`src/rtl/uart_irq_pkg.sv`:
```
package uart_irq_pkg;
  localparam int NUM_SRC  = 5;
  localparam int SRC_LS   = 0;
  localparam int SRC_RDA  = 1;
  localparam int SRC_TMO  = 2;
  localparam int SRC_THRE = 3;
  localparam int SRC_MS   = 4;

  localparam int ADR_DATA = 0;
  localparam int ADR_IER  = 1;
  localparam int ADR_IID  = 2;
  localparam int ADR_MCR  = 4;
  localparam int ADR_LSR  = 5;
  localparam int ADR_MSR  = 6;

  localparam int ENA_W    = 4;
  localparam int GATE_BIT = 3;

  typedef enum logic [3:0] {
    IID_MSR  = 4'h0,
    IID_NONE = 4'h1,
    IID_THRE = 4'h2,
    IID_RDA  = 4'h4,
    IID_LSR  = 4'h6,
    IID_TMO  = 4'hC
  } iid_e;
endpackage

```
`src/rtl/uart_irq_regs.sv`:
```
module uart_irq_regs
  import uart_irq_pkg::*;
#(
  parameter int ADDR_W = 3,
  parameter int DATA_W = 8
) (
  input  logic              clk_i,
  input  logic              rst_ni,
  input  logic              wr_i,
  input  logic [ADDR_W-1:0] addr_i,
  input  logic [DATA_W-1:0] wdata_i,
  output logic [ENA_W-1:0]  ena_o,
  output logic              gate_o
);
  always_ff @(posedge clk_i or negedge rst_ni) begin
    if (!rst_ni) begin
      ena_o  <= '0;
      gate_o <= 1'b0;
    end else if (wr_i) begin
      if (addr_i == ADDR_W'(ADR_IER)) ena_o  <= wdata_i[ENA_W-1:0];
      if (addr_i == ADDR_W'(ADR_MCR)) gate_o <= wdata_i[GATE_BIT];
    end
  end

  AST_GATE_HOLD: assert property (@(posedge clk_i) disable iff (!rst_ni)
    !(wr_i && addr_i == ADDR_W'(ADR_MCR)) |=> $stable(gate_o)) else $error("gate changed");
endmodule

```
`src/rtl/uart_irq_pend.sv`:
```
module uart_irq_pend #(
  parameter int N = 5
) (
  input  logic         clk_i,
  input  logic         rst_ni,
  input  logic [N-1:0] set_i,
  input  logic [N-1:0] clr_i,
  output logic [N-1:0] pend_o
);
  for (genvar g = 0; g < N; g++) begin : g_src
    always_ff @(posedge clk_i or negedge rst_ni) begin
      if (!rst_ni)        pend_o[g] <= 1'b0;
      else if (set_i[g])  pend_o[g] <= 1'b1;  // set beats clear
      else if (clr_i[g])  pend_o[g] <= 1'b0;
    end

    AST_SET_WINS: assert property (@(posedge clk_i) disable iff (!rst_ni)
      set_i[g] |=> pend_o[g]) else $error("set lost");
  end
endmodule

```
`src/rtl/uart_irq_prio.sv`:
```
module uart_irq_prio
  import uart_irq_pkg::*;
(
  input  logic [NUM_SRC-1:0] act_i,
  input  logic               fifo_en_i,
  output iid_e               code_o,
  output logic [7:0]         iid_o
);
  always_comb begin
    if      (act_i[SRC_LS])   code_o = IID_LSR;
    else if (act_i[SRC_RDA])  code_o = IID_RDA;
    else if (act_i[SRC_TMO])  code_o = IID_TMO;
    else if (act_i[SRC_THRE]) code_o = IID_THRE;
    else if (act_i[SRC_MS])   code_o = IID_MSR;
    else                      code_o = IID_NONE;
  end

  assign iid_o = {{2{fifo_en_i}}, 2'b00, code_o};
endmodule

```
`src/rtl/uart_irq_id.sv`:
```
module uart_irq_id
  import uart_irq_pkg::*;
#(
  parameter int ADDR_W = 3,
  parameter int DATA_W = 8
) (
  input  logic              clk_i,
  input  logic              rst_ni,
  input  logic [ADDR_W-1:0] addr_i,
  input  logic              rd_i,
  input  logic              wr_i,
  input  logic [DATA_W-1:0] wdata_i,
  input  logic              fifo_en_i,
  input  logic              ls_set_i,
  input  logic              rda_set_i,
  input  logic              tmo_set_i,
  input  logic              thre_set_i,
  input  logic              ms_set_i,
  output logic [7:0]        iid_o,
  output logic              irq_o
);
  logic [ENA_W-1:0]   ena;
  logic               gate;
  logic [NUM_SRC-1:0] set_v, clr_v, pend, src_en, act;
  iid_e               code;

  function automatic logic hit(input logic [ADDR_W-1:0] a, input int r);
    return a == ADDR_W'(r);
  endfunction

  uart_irq_regs #(.ADDR_W(ADDR_W), .DATA_W(DATA_W)) u_regs (
    .clk_i(clk_i), .rst_ni(rst_ni), .wr_i(wr_i), .addr_i(addr_i),
    .wdata_i(wdata_i), .ena_o(ena), .gate_o(gate)
  );

  always_comb begin
    set_v = '0;
    set_v[SRC_LS]   = ls_set_i;
    set_v[SRC_RDA]  = rda_set_i;
    set_v[SRC_TMO]  = tmo_set_i;
    set_v[SRC_THRE] = thre_set_i;
    set_v[SRC_MS]   = ms_set_i;

    clr_v = '0;
    clr_v[SRC_LS]   = rd_i && hit(addr_i, ADR_LSR);
    clr_v[SRC_RDA]  = rd_i && hit(addr_i, ADR_DATA);
    clr_v[SRC_TMO]  = rd_i && hit(addr_i, ADR_DATA);
    // identification read only acknowledges THRE when it is what the read returns
    clr_v[SRC_THRE] = (rd_i && hit(addr_i, ADR_IID) && code == IID_THRE) ||
                      (wr_i && hit(addr_i, ADR_DATA));
    clr_v[SRC_MS]   = rd_i && hit(addr_i, ADR_MSR);

    src_en = '0;
    src_en[SRC_LS]   = ena[2];
    src_en[SRC_RDA]  = ena[0];
    src_en[SRC_TMO]  = ena[0];
    src_en[SRC_THRE] = ena[1];
    src_en[SRC_MS]   = ena[3];
  end

  uart_irq_pend #(.N(NUM_SRC)) u_pend (
    .clk_i(clk_i), .rst_ni(rst_ni), .set_i(set_v), .clr_i(clr_v), .pend_o(pend)
  );

  assign act = pend & src_en;

  uart_irq_prio u_prio (
    .act_i(act), .fifo_en_i(fifo_en_i), .code_o(code), .iid_o(iid_o)
  );

  assign irq_o = gate && (|act);

  AST_IRQ_HAS_ID: assert property (@(posedge clk_i) disable iff (!rst_ni)
    irq_o |-> !iid_o[0]) else $error("irq without id");
  AST_LS_CLEARED: assert property (@(posedge clk_i) disable iff (!rst_ni)
    (rd_i && hit(addr_i, ADR_LSR) && !ls_set_i) |=> iid_o[3:0] != IID_LSR) else $error("ls kept");
  AST_MS_CLEARED: assert property (@(posedge clk_i) disable iff (!rst_ni)
    (rd_i && hit(addr_i, ADR_MSR) && !ms_set_i) |=> iid_o[3:0] != IID_MSR) else $error("ms kept");
  AST_THRE_WR_CLEAR: assert property (@(posedge clk_i) disable iff (!rst_ni)
    (wr_i && hit(addr_i, ADR_DATA) && !thre_set_i) |=> iid_o[3:0] != IID_THRE) else $error("thre kept");
  AST_RD_DATA_CLEAR: assert property (@(posedge clk_i) disable iff (!rst_ni)
    (rd_i && hit(addr_i, ADR_DATA) && !rda_set_i && !tmo_set_i) |=>
      (iid_o[3:0] != IID_RDA && iid_o[3:0] != IID_TMO)) else $error("rx kept");
endmodule

```
`config.mk`:
```
export PLATFORM = sky130hd
export DESIGN_NAME = uart_irq_id
export DESIGN_NICKNAME = d
export VERILOG_FILES = /design/src/rtl/uart_irq_pkg.sv /design/src/rtl/uart_irq_regs.sv /design/src/rtl/uart_irq_pend.sv /design/src/rtl/uart_irq_prio.sv /design/src/rtl/uart_irq_id.sv
export SDC_FILE = /design/constraint.sdc
export NUM_CORES = 1
export LEC_CHECK = 0
export BUFFER_PORTS_ARGS = -buffer_cell sky130_fd_sc_hd__buf_2
export CAP_MARGIN = 20
export CORE_UTILIZATION = 41
export DETAILED_ROUTE_END_ITERATION = 8
export PLACE_DENSITY = 0.75
export SLEW_MARGIN = 20
export SYNTH_ARGS = -nofsm -noshare
export SYNTH_HDL_FRONTEND = slang
export SYNTH_SLANG_ARGS = --single-unit
export TNS_END_PERCENT = 50
```
`constraint.sdc`:
```
create_clock -name clk_i -period 1.4 [get_ports clk_i]
set_input_delay 0.21 -clock clk_i [delete_from_list [all_inputs] [get_ports clk_i]]
set_output_delay 0.21 -clock clk_i [all_outputs]
set_load 0.01 [all_outputs]
```
## Word-level counts from Yosys, hierarchy flattened

Index checks and enable logic that the tools add are counted.

| cells by class | value |
|---|---|
| multiply operators | 0 |
| div/mod/pow operators | 0 |
| bitwise operators | 1 |
| shift operators | 0 |
| add/subtract/negate cells | 0 |
| magnitude comparators | 0 |
| muxes and demuxes | 14 |
| equal/unequal tests | 6 |
| reduce and logical (&&, ||, !) cells | 17 |

Operator list:

| cell | number |
|---|---|
| $mux W4 | 4 |
| $mux W1 | 10 |
| $reduce_bool A2 Y1 | 5 |
| $eq A3 B3 Y1 const B | 3 |
| $logic_and A1 B1 Y1 | 7 |
| $and A5 B5 Y5 | 1 |
| $reduce_or A5 Y1 | 1 |
| $eq A4 B2 Y1 const B | 1 |
| $reduce_and A2 Y1 | 2 |
| $eq A3 B1 Y1 const B | 1 |
| $eq A3 B2 Y1 const B | 1 |
| $logic_not A3 Y1 | 1 |
| $logic_or A1 B1 Y1 | 1 |

| word-level totals | value |
|---|---|
| bits in latches | 0 |
| RAM bits | 0 |
| word-level logic and storage cells | 45 |
| register bits | 10 |
| memories kept | 0 |
| bits of input ports | 21 |
| output and inout bits | 9 |
| memory bits (read-only) | 0 |

## Depth between registers and ports, before layout

Gate-level depths: netlist of run 1.

| logic depth | value |
|---|---|
| depth in word-level cells | 11 |
| depth in mapped cells | 4 |
| mapped depth without buffers | 3 |

## By module

From an unflattened synthesis of run 1, not the netlist that was laid out.

| second synthesis, totals | value |
|---|---|
| cell total of the unflattened synthesis | 55 |
| area, all modules | 603.1 um2 |

Modules (own cells, without submodules):

| module | cells each | sequential area each (um2) | times used | area an instance (um2) |
|---|---|---|---|---|
| uart_irq_regs | 12 | 125.1 | 1 | 210.2 |
| uart_irq_pend | 15 | 125.1 | 1 | 181.4 |
| uart_irq_id | 14 | 0.0 | 1 | 106.4 |
| uart_irq_prio | 14 | 0.0 | 1 | 105.1 |

## Least setup slack after synthesis of run 1

No wires, ideal clock.

| timing | value |
|---|---|
| path type | reg-to-reg |
| start | register u_pend.pend_o[2] |
| end | register u_pend.pend_o[3] |
| data arrival time | 1.018 ns |
| stages on the path, launching flop included | 4 |
| path buffers | 0 |
| clock period less this slack | 1.145 ns |
| data required time | 1.274 ns |
| library setup time | 0.126 ns |
| setup slack | 0.255 ns |
| path through | dfrtp_1 > o21ai_1 > nand2_1 > o32a_1 |

| between the ends | value |
|---|---|
| cells in the longest elaborated chain, start to end | 8 |

Ends and longest elaborated chain:

| item | RTL line | text |
|---|---|---|
| start, declared | uart_irq_pend.sv:8 | `output logic [N-1:0] pend_o` |
| start signal, assigned by index | uart_irq_pend.sv:12 | `if (!rst_ni) pend_o[g] <= 1'b0;` |
| start signal, assigned by index | uart_irq_pend.sv:13 | `else if (set_i[g]) pend_o[g] <= 1'b1;` |
| start signal, assigned by index | uart_irq_pend.sv:14 | `else if (clr_i[g]) pend_o[g] <= 1'b0;` |
| $and A5 B5 Y5 | uart_irq_id.sv:65 | `assign act = pend & src_en;` |
| $mux W4 | uart_irq_prio.sv:12 | `else if (act_i[SRC_TMO]) code_o = IID_TMO;` |
| $mux W4 | uart_irq_prio.sv:11 | `else if (act_i[SRC_RDA]) code_o = IID_RDA;` |
| $mux W4 | uart_irq_prio.sv:10 | `if (act_i[SRC_LS]) code_o = IID_LSR;` |
| via iid_o[2] | uart_irq_id.sv:19 | `output logic [7:0] iid_o,` |
| $eq A4 B2 Y1 | uart_irq_id.sv:49 | `clr_v[SRC_THRE] = (rd_i && hit(addr_i, ADR_IID) && code == IID_THRE) \|\|` |
| $logic_and A1 B1 Y1 | uart_irq_id.sv:49 |  |
| $logic_or A1 B1 Y1 | uart_irq_id.sv:49 |  |
| $reduce_bool A2 Y1 (no line) | - |  |

The timed path passes the listed nets, and every way through them passes these cells.
A chain may end at the register's enable or synchronous reset.

## Final worst setup path of run 1

| timing | value |
|---|---|
| start | register u_pend.pend_o[4] |
| end | output port irq_o |

| between the ends | value |
|---|---|
| cells in the longest elaborated chain, start to end | 3 |

Ends and longest elaborated chain:

| item | RTL line | text |
|---|---|---|
| $and A5 B5 Y5 | uart_irq_id.sv:65 |  |
| $reduce_or A5 Y1 | uart_irq_id.sv:71 | `assign irq_o = gate && (\|act);` |
| $logic_and A1 B1 Y1 | uart_irq_id.sv:71 |  |
| end, declared | uart_irq_id.sv:20 | `output logic irq_o` |

Every way passes these cells.

==> reports/metrics.yaml, run 1 <==
violations: "setup timing"
max_freq_mhz: 702
ys_seq_area_share_pct: 46.8
min_period_over_period_pct: 102
slowest_delay_ns: 0.40
drive_gt1_share_pct: 51.4
crit_buf_inv: 1
yosys_warnings: 0
grt_pass1_vias: 399
netlist_instances: 49
yosysTopAreaCell: "dfrtp_1"
post-dp-hpwl_um: 808
worstSkewPairLatency_ns: 0.26
worst_slack_ns: -0.0252
path_class: "flip-flop to primary output"
finalSetupViolCount: 1
powerDensity_nw_per_um2: 1120
ys_ff_latch: 10
gp_congestion: 0.752
drc: 0
syn_area_um2: 534
port_buffers: 20
p_leak_nw: 0.343
holdWs_ns: 0.127
p_sw_share_pct: 28.0
via_count: 433
grt_max_degree: 11
design.die.area_um2: 1450
p_seq_share_pct: 45.1
synth_area_leaders: "dfrtp_1, mux2_4, a21o_1"
antenna_found_initial: 0
drv_cap: 0
cp_max_fo: 2
wire_per_inst_um: 12.5
io_pins: 30
grt_pass1_wl_um: 1700
drt.antenna.violating_nets: 0
report.final.slew_viol_count: 0
grt_overflow: 0
nFillCells: 101
dp_cells: 79
crit_slowest_cell: "dfrtp_1"
synth_top_area_share_pct: 46.8
synth_cell_type_count: 22
stdcell_count: 88
wl_um: 1100
critPathCaptureType: "primary output"
rsz0062_at_grt: "yes"
num_rows: 12
cts_tree: "done"
outcome: "finished with violations"
core_um2: 1160
min_path_type: "primary input to flip-flop"
critPathRequiredTime_ns: 1.19
cts_inserted_buffers: 3
p_int_mw: 0.568
firstDrtPassIters: 4
clk_path_buf_depth: 2
dr.first_iter.drc_count: 12
vdd_drop_max_v: 0.000520
power.total_mw: 0.790
pwr-share-comb_pct: 31.1
switchingPower_mw: 0.221
start_util_pct: 46.2
grt_usage_pct: 17.9
clkPwrFrac_pct: 23.8
die_w_um: 38.1
start_kind: "flip-flop"
n_antenna_cell: 0
cts_sinks: 10
nets: 97
hold_violations: 0
area_growth_syn_to_layout_pct: 31.4
ctsRootBufferMaster: "clkbuf_4"
vias_per_cell: 4.92
cts_max_level: 1
fin_worst_skew_ns: 0.00168
critical_path.top_delay_family: "compound AO/OA/AOI/OAI gates"
clk_pin_slew_worst_paths_ns: 0.06
die_y_um: 38.1
period_minus_slack_ns: 1.43
worstPathCellList: "a22o_1 -> o21a_1 -> buf_2"
arrival_ns: 1.22
avgSynthCellArea_um2: 10.9
flip-flops by register name, summed over array words and instances, names as in the netlist:
signal and flops:
u_pend.pend_o 5, u_regs.ena_o 4, u_regs.gate_o 1
cell usage after synthesis (all sizes together):
| cell type | number |
|---|---|
| dfrtp | 10 |
| nand2 | 6 |
| buf | 5 |
| mux2 | 5 |
| a21o | 4 |
| nand3 | 3 |
| nor2 | 3 |
| inv | 2 |
| a22o | 1 |
| a31oi | 1 |
| and3 | 1 |
| and4b | 1 |
| conb | 1 |
| nand4b | 1 |
| nor2b | 1 |
| nor3 | 1 |
| o21a | 1 |
| o21ai | 1 |
| o32a | 1 |
power by group through the flow:
stage | combinational, mW | clock [mW] | sequential (mW)
after detailed placement | 0.190 | 0 | 0.360
final | 0.246 | 0.188 | 0.356
after floorplan | 0.132 | 0 | 0.349
after global placement | 0.187 | 0 | 0.358
after global routing | 0.267 | 0.209 | 0.360
after CTS | 0.224 | 0.197 | 0.358
final timing paths:
kind                             startpoint               end  slack (ns)  depth (start not counted)
min                                ms_set_i  u_pend.pend_o[4]        0.13                          2
min in group asynchronous            rst_ni     u_regs.gate_o        0.34                          2
max in group asynchronous            rst_ni  u_pend.pend_o[2]        0.86                          2
min reg2reg                u_pend.pend_o[0]  u_pend.pend_o[0]        0.51                          1
max                        u_pend.pend_o[4]             irq_o       -0.03                          3
max reg2reg                u_pend.pend_o[1]  u_pend.pend_o[3]        0.16                          4
repair_timing:
| action | in CTS | in global routing |
|---|---|---|
| hold buffers | 1 | 0 |
| pin swaps | 4 | 3 |
| gates resized for setup | 3 | 1 |
| setup buffers | 4 | 1 |
| hold endpoints to repair | 10 | 0 |
| setup endpoints to repair | 2 | 5 |
through the flow:
step                cell area (um^2)  utilization [%]  setup WS, ns  TNS (ns)
global route                     702             60.7       -0.0588    -0.102
global placement                 614             53.1         0.183         0
detailed placement               614             53.1         0.170         0
CTS                              688             59.5       -0.0212   -0.0212
floorplan                        538                -         0.255         0
finish                           702             60.7       -0.0252   -0.0252
logic make-up (layout without fill, tap and decap cells):
group / count (synthesis) / in the layout / synth area share (%)
DFF: 10 / 10 / 46.8
muxes: 5 / 5 / 13.3
and+or+nand+nor: 17 / 17 / 17.3
buffers and inverters: 7 / 31 / 9.13
AOI/OAI and AO/OA: 9 / 9 / 12.6
other: 1 / 2 / 0.702
layer usage:
layer	GRT usage, %	vias to the layer above	wire (um)
li1	-	216	-
met1	21.2	199	498
met2	29.7	16	524
met3	5.23	2	71
met4	8.04	0	6
met5	0	-	0
cells in the final DEF, fill, tap and decap left out:
cell	instances
a21o_1	4
a22o_1	1
a31oi_1	1
and3_4	1
and4b_1	1
buf_2	19
buf_4	5
buf_6	1
clkbuf_4	3
conb_1	2
dfrtp_1	10
dlygate4sd3_1	1
inv_1	2
mux2_2	1
mux2_4	4
nand2_1	5
nand2_2	1
nand3_1	2
nand3_2	1
nand4b_1	1
nor2_1	2
nor2_2	1
nor2b_1	1
nor3_1	1
o21a_1	1
o21ai_2	1
o32a_1	1
layout make-up:
class	count	area, um^2	area share [%]
repair buffers	26	154	21.9
well taps	14	17.5	2.50
clock buffers	3	22.5	3.21
inverters	2	7.51	1.07
multi-input cells	33	250	35.7
flip-flops and latches	10	250	35.7
Note: power is estimated with default switching activity, not from simulation.
==> inputs of run 2 (changes only) <==
Settings changed: SKIP_CTS_REPAIR_TIMING set to 1.
==> reports/metrics.yaml, run 2 (same netlist as run 1, synthesis figures left out) <==
outcome: "finished with violations"
violations: "setup timing"
post-dp-hpwl_um: 808
cts_tree: "done"
drc: 0
io_pins: 30
whs_endpoint: "u_pend.pend_o[1]"
reg2reg_depth: 4
vias_per_cell: 4.92
cts_sinks: 10
drv_cap: 0
hold_violations: 0
postLayoutCoreUtil_pct: 59.5
critPathRequiredTime_ns: 1.19
powerDensity_nw_per_um2: 1130
dr.first_iter.drc_count: 6
timing.rr.end: "u_pend.pend_o[3]"
grt_max_degree: 11
min_from: "rda_set_i"
die_y_um: 38.1
core_um2: 1160
ctsRootBufferMaster: "clkbuf_4"
grt_overflow: 0
worstSkewPairLatency_ns: 0.25
pre_cts_ws_ns: 0.170
start_util_pct: 46.2
clk_pin_slew_worst_paths_ns: 0.06
wl_um: 1050
cts_max_level: 1
cts_inserted_buffers: 3
largest_reg_flops: 5
mostFrequentLayoutCell: "buf_2"
r2r_start: "u_pend.pend_o[1]"
vdd_drop_max_v: 0.000525
critPathCaptureType: "primary output"
path_class: "flip-flop to primary output"
holdWs_ns: 0.129
hold_depth: 2
port_buffers: 20
rsz0062_at_grt: "yes"
drt.antenna.violating_nets: 0
final_cell_mix: "buf_2, dfrtp_1, nand2_1"
grt_pass1_vias: 370
antenna_found_initial: 0
dp_cells: 79
grt_pass1_wl_um: 1550
reg_top3: "u_pend.pend_o: 5 flops, u_regs.ena_o: 4 flops, u_regs.gate_o: 1 flops"
cp_max_fo: 4
n_antenna_cell: 0
stdcell_count: 87
min_path_type: "primary input to flip-flop"
report.final.slew_viol_count: 0
start_kind: "flip-flop"
die_w_um: 38.1
r2r_setup_slack_ns: 0.14
nFillCells: 106
nets: 96
min_period_over_period_pct: 102
grt_usage_pct: 16.3
area_growth_syn_to_layout_pct: 28.8
p_leak_nw: 0.336
num_rows: 12
placed_area_um2: 614
max_freq_mhz: 698
wire_per_inst_um: 12.1
fin_worst_skew_ns: 0.00114
via_count: 428
design.die.area_um2: 1450
gp_congestion: 0.752
postLayoutCellArea_um2: 688
largest-register: "u_pend.pend_o"
worst_slack_ns: -0.0323
clk_path_buf_depth: 2
finalSetupViolCount: 3
firstDrtPassIters: 4
period_minus_slack_ns: 1.43
drive_gt1_share_pct: 50.7
arrival_ns: 1.22
-- run 2: cell types whose count changed in the layout (fill, tap and decap cells not counted), sizes merged --
cell / delta
buf: -1
-- run 2: per-layer routing --
layer	global-route usage (%)	vias up	wire length, um
met5	0	-	0
met4	8.93	0	8
met2	25.0	18	463
met1	20.1	192	510
li1	-	214	-
met3	5.23	4	67
-- run 2: worst max path at each step --
| stage | startpoint | endpoint | slack [ns] |
|---|---|---|---|
| floorplan | u_pend.pend_o[2] | u_pend.pend_o[3] | 0.26 |
| global placement | u_pend.pend_o[2] | irq_o | 0.18 |
| detailed placement | u_pend.pend_o[2] | irq_o | 0.17 |
| CTS | u_pend.pend_o[2] | irq_o | -0.14 |
| global route | u_pend.pend_o[1] | irq_o | -0.09 |
| finish | u_pend.pend_o[1] | irq_o | -0.03 |
-- run 2: cell type report --
cell class	count	area [um^2]	share of cell area (%)
clock buffers	3	22.5	3.27
multi-input cells	33	250	36.4
flip-flops and latches	10	250	36.4
well taps	14	17.5	2.55
inverters	2	7.51	1.09
repair buffers	25	140	20.4
-- run 2: metrics by stage --
| step | total power, mW | setup TNS [ns] |
|---|---|---|
| after CTS | 0.744 | -0.190 |
| after global routing | 0.823 | -0.253 |
| after floorplan | 0.481 | 0 |
| after detailed placement | 0.551 | 0 |
| final | 0.776 | -0.0489 |
| after global placement | 0.545 | 0 |
-- run 2: critical path, cell delays in order, from the launching register on --
cell     delay [ns]
dfrtp_1        0.40
o21ai_2        0.17
nand2_2        0.10
o21a_1         0.17
buf_2          0.13
-- run 2: power by group --
group	internal [mW]	leakage [nW]	switching (mW)	total [mW]
clock	0.0987	0.0138	0.0865	0.185
combinational	0.134	0.216	0.0989	0.232
sequential	0.326	0.106	0.0317	0.358
==> inputs of run 3 (changes only) <==
Settings changed: CORE_UTILIZATION 41 to 43, PLACE_DENSITY 0.75 to 0.76, SYNTH_HIERARCHICAL set to 1.
==> reports/metrics.yaml, run 3 <==
placed_area_um2: 712
drive_gt1_share_pct: 55.1
synthFlopType: "dfrtp_1"
nFillCells: 119
synth_top_area_share_pct: 41.5
synthArstFlopShare_pct: 100
drt.antenna.violating_nets: 0
critPathCaptureType: "primary output"
ys_seq_area_share_pct: 41.5
die_w_um: 39.5
nets: 100
start_kind: "flip-flop"
dr.first_iter.drc_count: 0
finalSetupViolCount: 6
stdcell_count: 93
largest-register: "u_pend/pend_o"
synth_edf_count: 0
area_growth_syn_to_layout_pct: 27.6
synth_commonest_cells: "dfrtp_1, buf_4, a21o_1, inv_1, mux2_2"
reg_top3: "u_pend/pend_o: 5 flops, u_regs/ena_o: 4 flops, u_regs/gate_o: 1 flops"
firstDrtPassIters: 1
antenna_found_initial: 0
report.final.slew_viol_count: 0
vdd_drop_max_v: 0.000746
drc: 0
synth_compound_area_share_pct: 10.6
dp_cells: 88
reg2reg_depth: 7
largest_reg_flops: 5
avgSynthCellArea_um2: 11.0
start_util_pct: 46.3
port_buffers: 20
grt_overflow: 0
arrival_ns: 1.60
synth_cell_type_count: 22
synth-xor-area-share_pct: 0
post-synth-top-count-cell: "dfrtp_1"
synth_area_leaders: "dfrtp_1, buf_4, mux2_2"
min_path_type: "primary input to flip-flop"
cp_max_fo: 3
yosys_warnings: 6
grt_pass1_vias: 368
post-dp-hpwl_um: 888
final_cell_mix: "buf_2, dfrtp_1"
grt_pass1_wl_um: 1540
mostFrequentLayoutCell: "buf_2"
via_count: 437
wl_um: 1050
clk_path_buf_depth: 2
grt_max_degree: 11
hold_depth: 2
p_sw_share_pct: 26.7
outcome: "finished with violations"
ys_ff_latch: 10
rsz0062_at_grt: "yes"
p_leak_nw: 0.346
cts_tree: "done"
max_freq_mhz: 554
synthMuxAreaShare_pct: 9.34
hold_violations: 0
worstSkewPairLatency_ns: 0.25
num_rows: 13
wire_per_inst_um: 11.2
yosysTopAreaCell: "dfrtp_1"
critPathRequiredTime_ns: 1.19
netlist_instances: 55
n_antenna_cell: 0
path_class: "flip-flop to primary output"
worst_slack_ns: -0.405
gp_congestion: 0.717
design.die.area_um2: 1560
drv_cap: 0
switchingPower_mw: 0.241
synth_simple_gate_area_share_pct: 24.9
clk_pin_slew_worst_paths_ns: 0.06
powerDensity_nw_per_um2: 1170
postLayoutCellArea_um2: 769
p_seq_share_pct: 38.5
synth_top_family_by_area: "simple AND/OR/NAND/NOR gates"
violations: "setup timing"
grt_usage_pct: 15.2
min_period_over_period_pct: 129
clkPwrFrac_pct: 26.6
fin_worst_skew_ns: 0.000447
cts_sinks: 10
vias_per_cell: 4.70
pwr-share-comb_pct: 34.9
period_minus_slack_ns: 1.81
cts_inserted_buffers: 3
ctsRootBufferMaster: "clkbuf_4"
die_y_um: 39.5
synthAdderAreaFrac_pct: 0
cts_max_level: 1
p_int_mw: 0.659
syn_area_um2: 603
core_um2: 1300
io_pins: 30
==> run 3: critical path, stage by stage, from the launching register on <==
cell and delay (ns):
dfrtp_1 0.39, and2_1 0.16, buf_4 0.14, or2_1 0.21, o41a_1 0.31, buf_2 0.14
==> run 3: power groups by stage <==
| stage | Clock (mW) | Combinational (mW) | Sequential [mW] |
|---|---|---|---|
| floorplan | 0 | 0.217 | 0.344 |
| global placement | 0 | 0.287 | 0.351 |
| detailed placement | 0 | 0.296 | 0.352 |
| CTS | 0.247 | 0.297 | 0.347 |
| global route | 0.271 | 0.343 | 0.352 |
| finish | 0.239 | 0.314 | 0.347 |
==> run 3: metal layers <==
layer / share of wire [%] / vias to the layer above / global-route usage, %
met3: 5.2 / 0 / 3.41
met5: 0 / - / 0
met2: 54 / 15 / 24.6
met4: 0 / 0 / 7.76
li1: - / 230 / -
met1: 41 / 192 / 18.8
==> run 3: final cells by class <==
type / count / area, um^2 / area share (%)
well taps: 15 / 18.8 / 2.44
multi-input cells: 33 / 298 / 38.7
flip-flops and latches: 10 / 250 / 32.5
inverters: 5 / 18.8 / 2.44
clock buffers: 4 / 36.3 / 4.72
repair buffers: 26 / 148 / 19.2
==> run 3: worst paths after layout <==
path	start	end	slack (ns)
min	ms_set_i	u_pend/pend_o[4]	0.14
max reg2reg	u_regs/ena_o[0]	u_pend/pend_o[3]	-0.35
min in group asynchronous	rst_ni	u_pend/pend_o[1]	0.33
max	u_regs/ena_o[0]	irq_o	-0.41
min reg2reg	u_pend/pend_o[3]	u_pend/pend_o[3]	0.47
max in group asynchronous	rst_ni	u_pend/pend_o[0]	0.89
==> run 3: cells by family after synthesis <==
| logic type | Yosys count |
|---|---|
| AOI/OAI and AO/OA | 8 |
| buffers and inverters | 13 |
| DFF | 10 |
| muxes | 5 |
| other | 1 |
| and+or+nand+nor | 18 |
==> run 3: metrics by stage <==
| stage | utilization (%) | hold WS [ns] | setup slack [ns] | TNS [ns] | power, mW |
|---|---|---|---|---|---|
| after floorplan | - | -0.0856 | -0.236 | -0.253 | 0.561 |
| after global placement | 54.7 | 0.0730 | -0.285 | -0.568 | 0.638 |
| after detailed placement | 54.7 | 0.0748 | -0.354 | -0.714 | 0.648 |
| after CTS | 57.5 | -0.196 | -0.442 | -1.79 | 0.890 |
| after global routing | 59.1 | 0.119 | -0.504 | -2.19 | 0.966 |
| final | 59.1 | 0.137 | -0.405 | -1.65 | 0.900 |
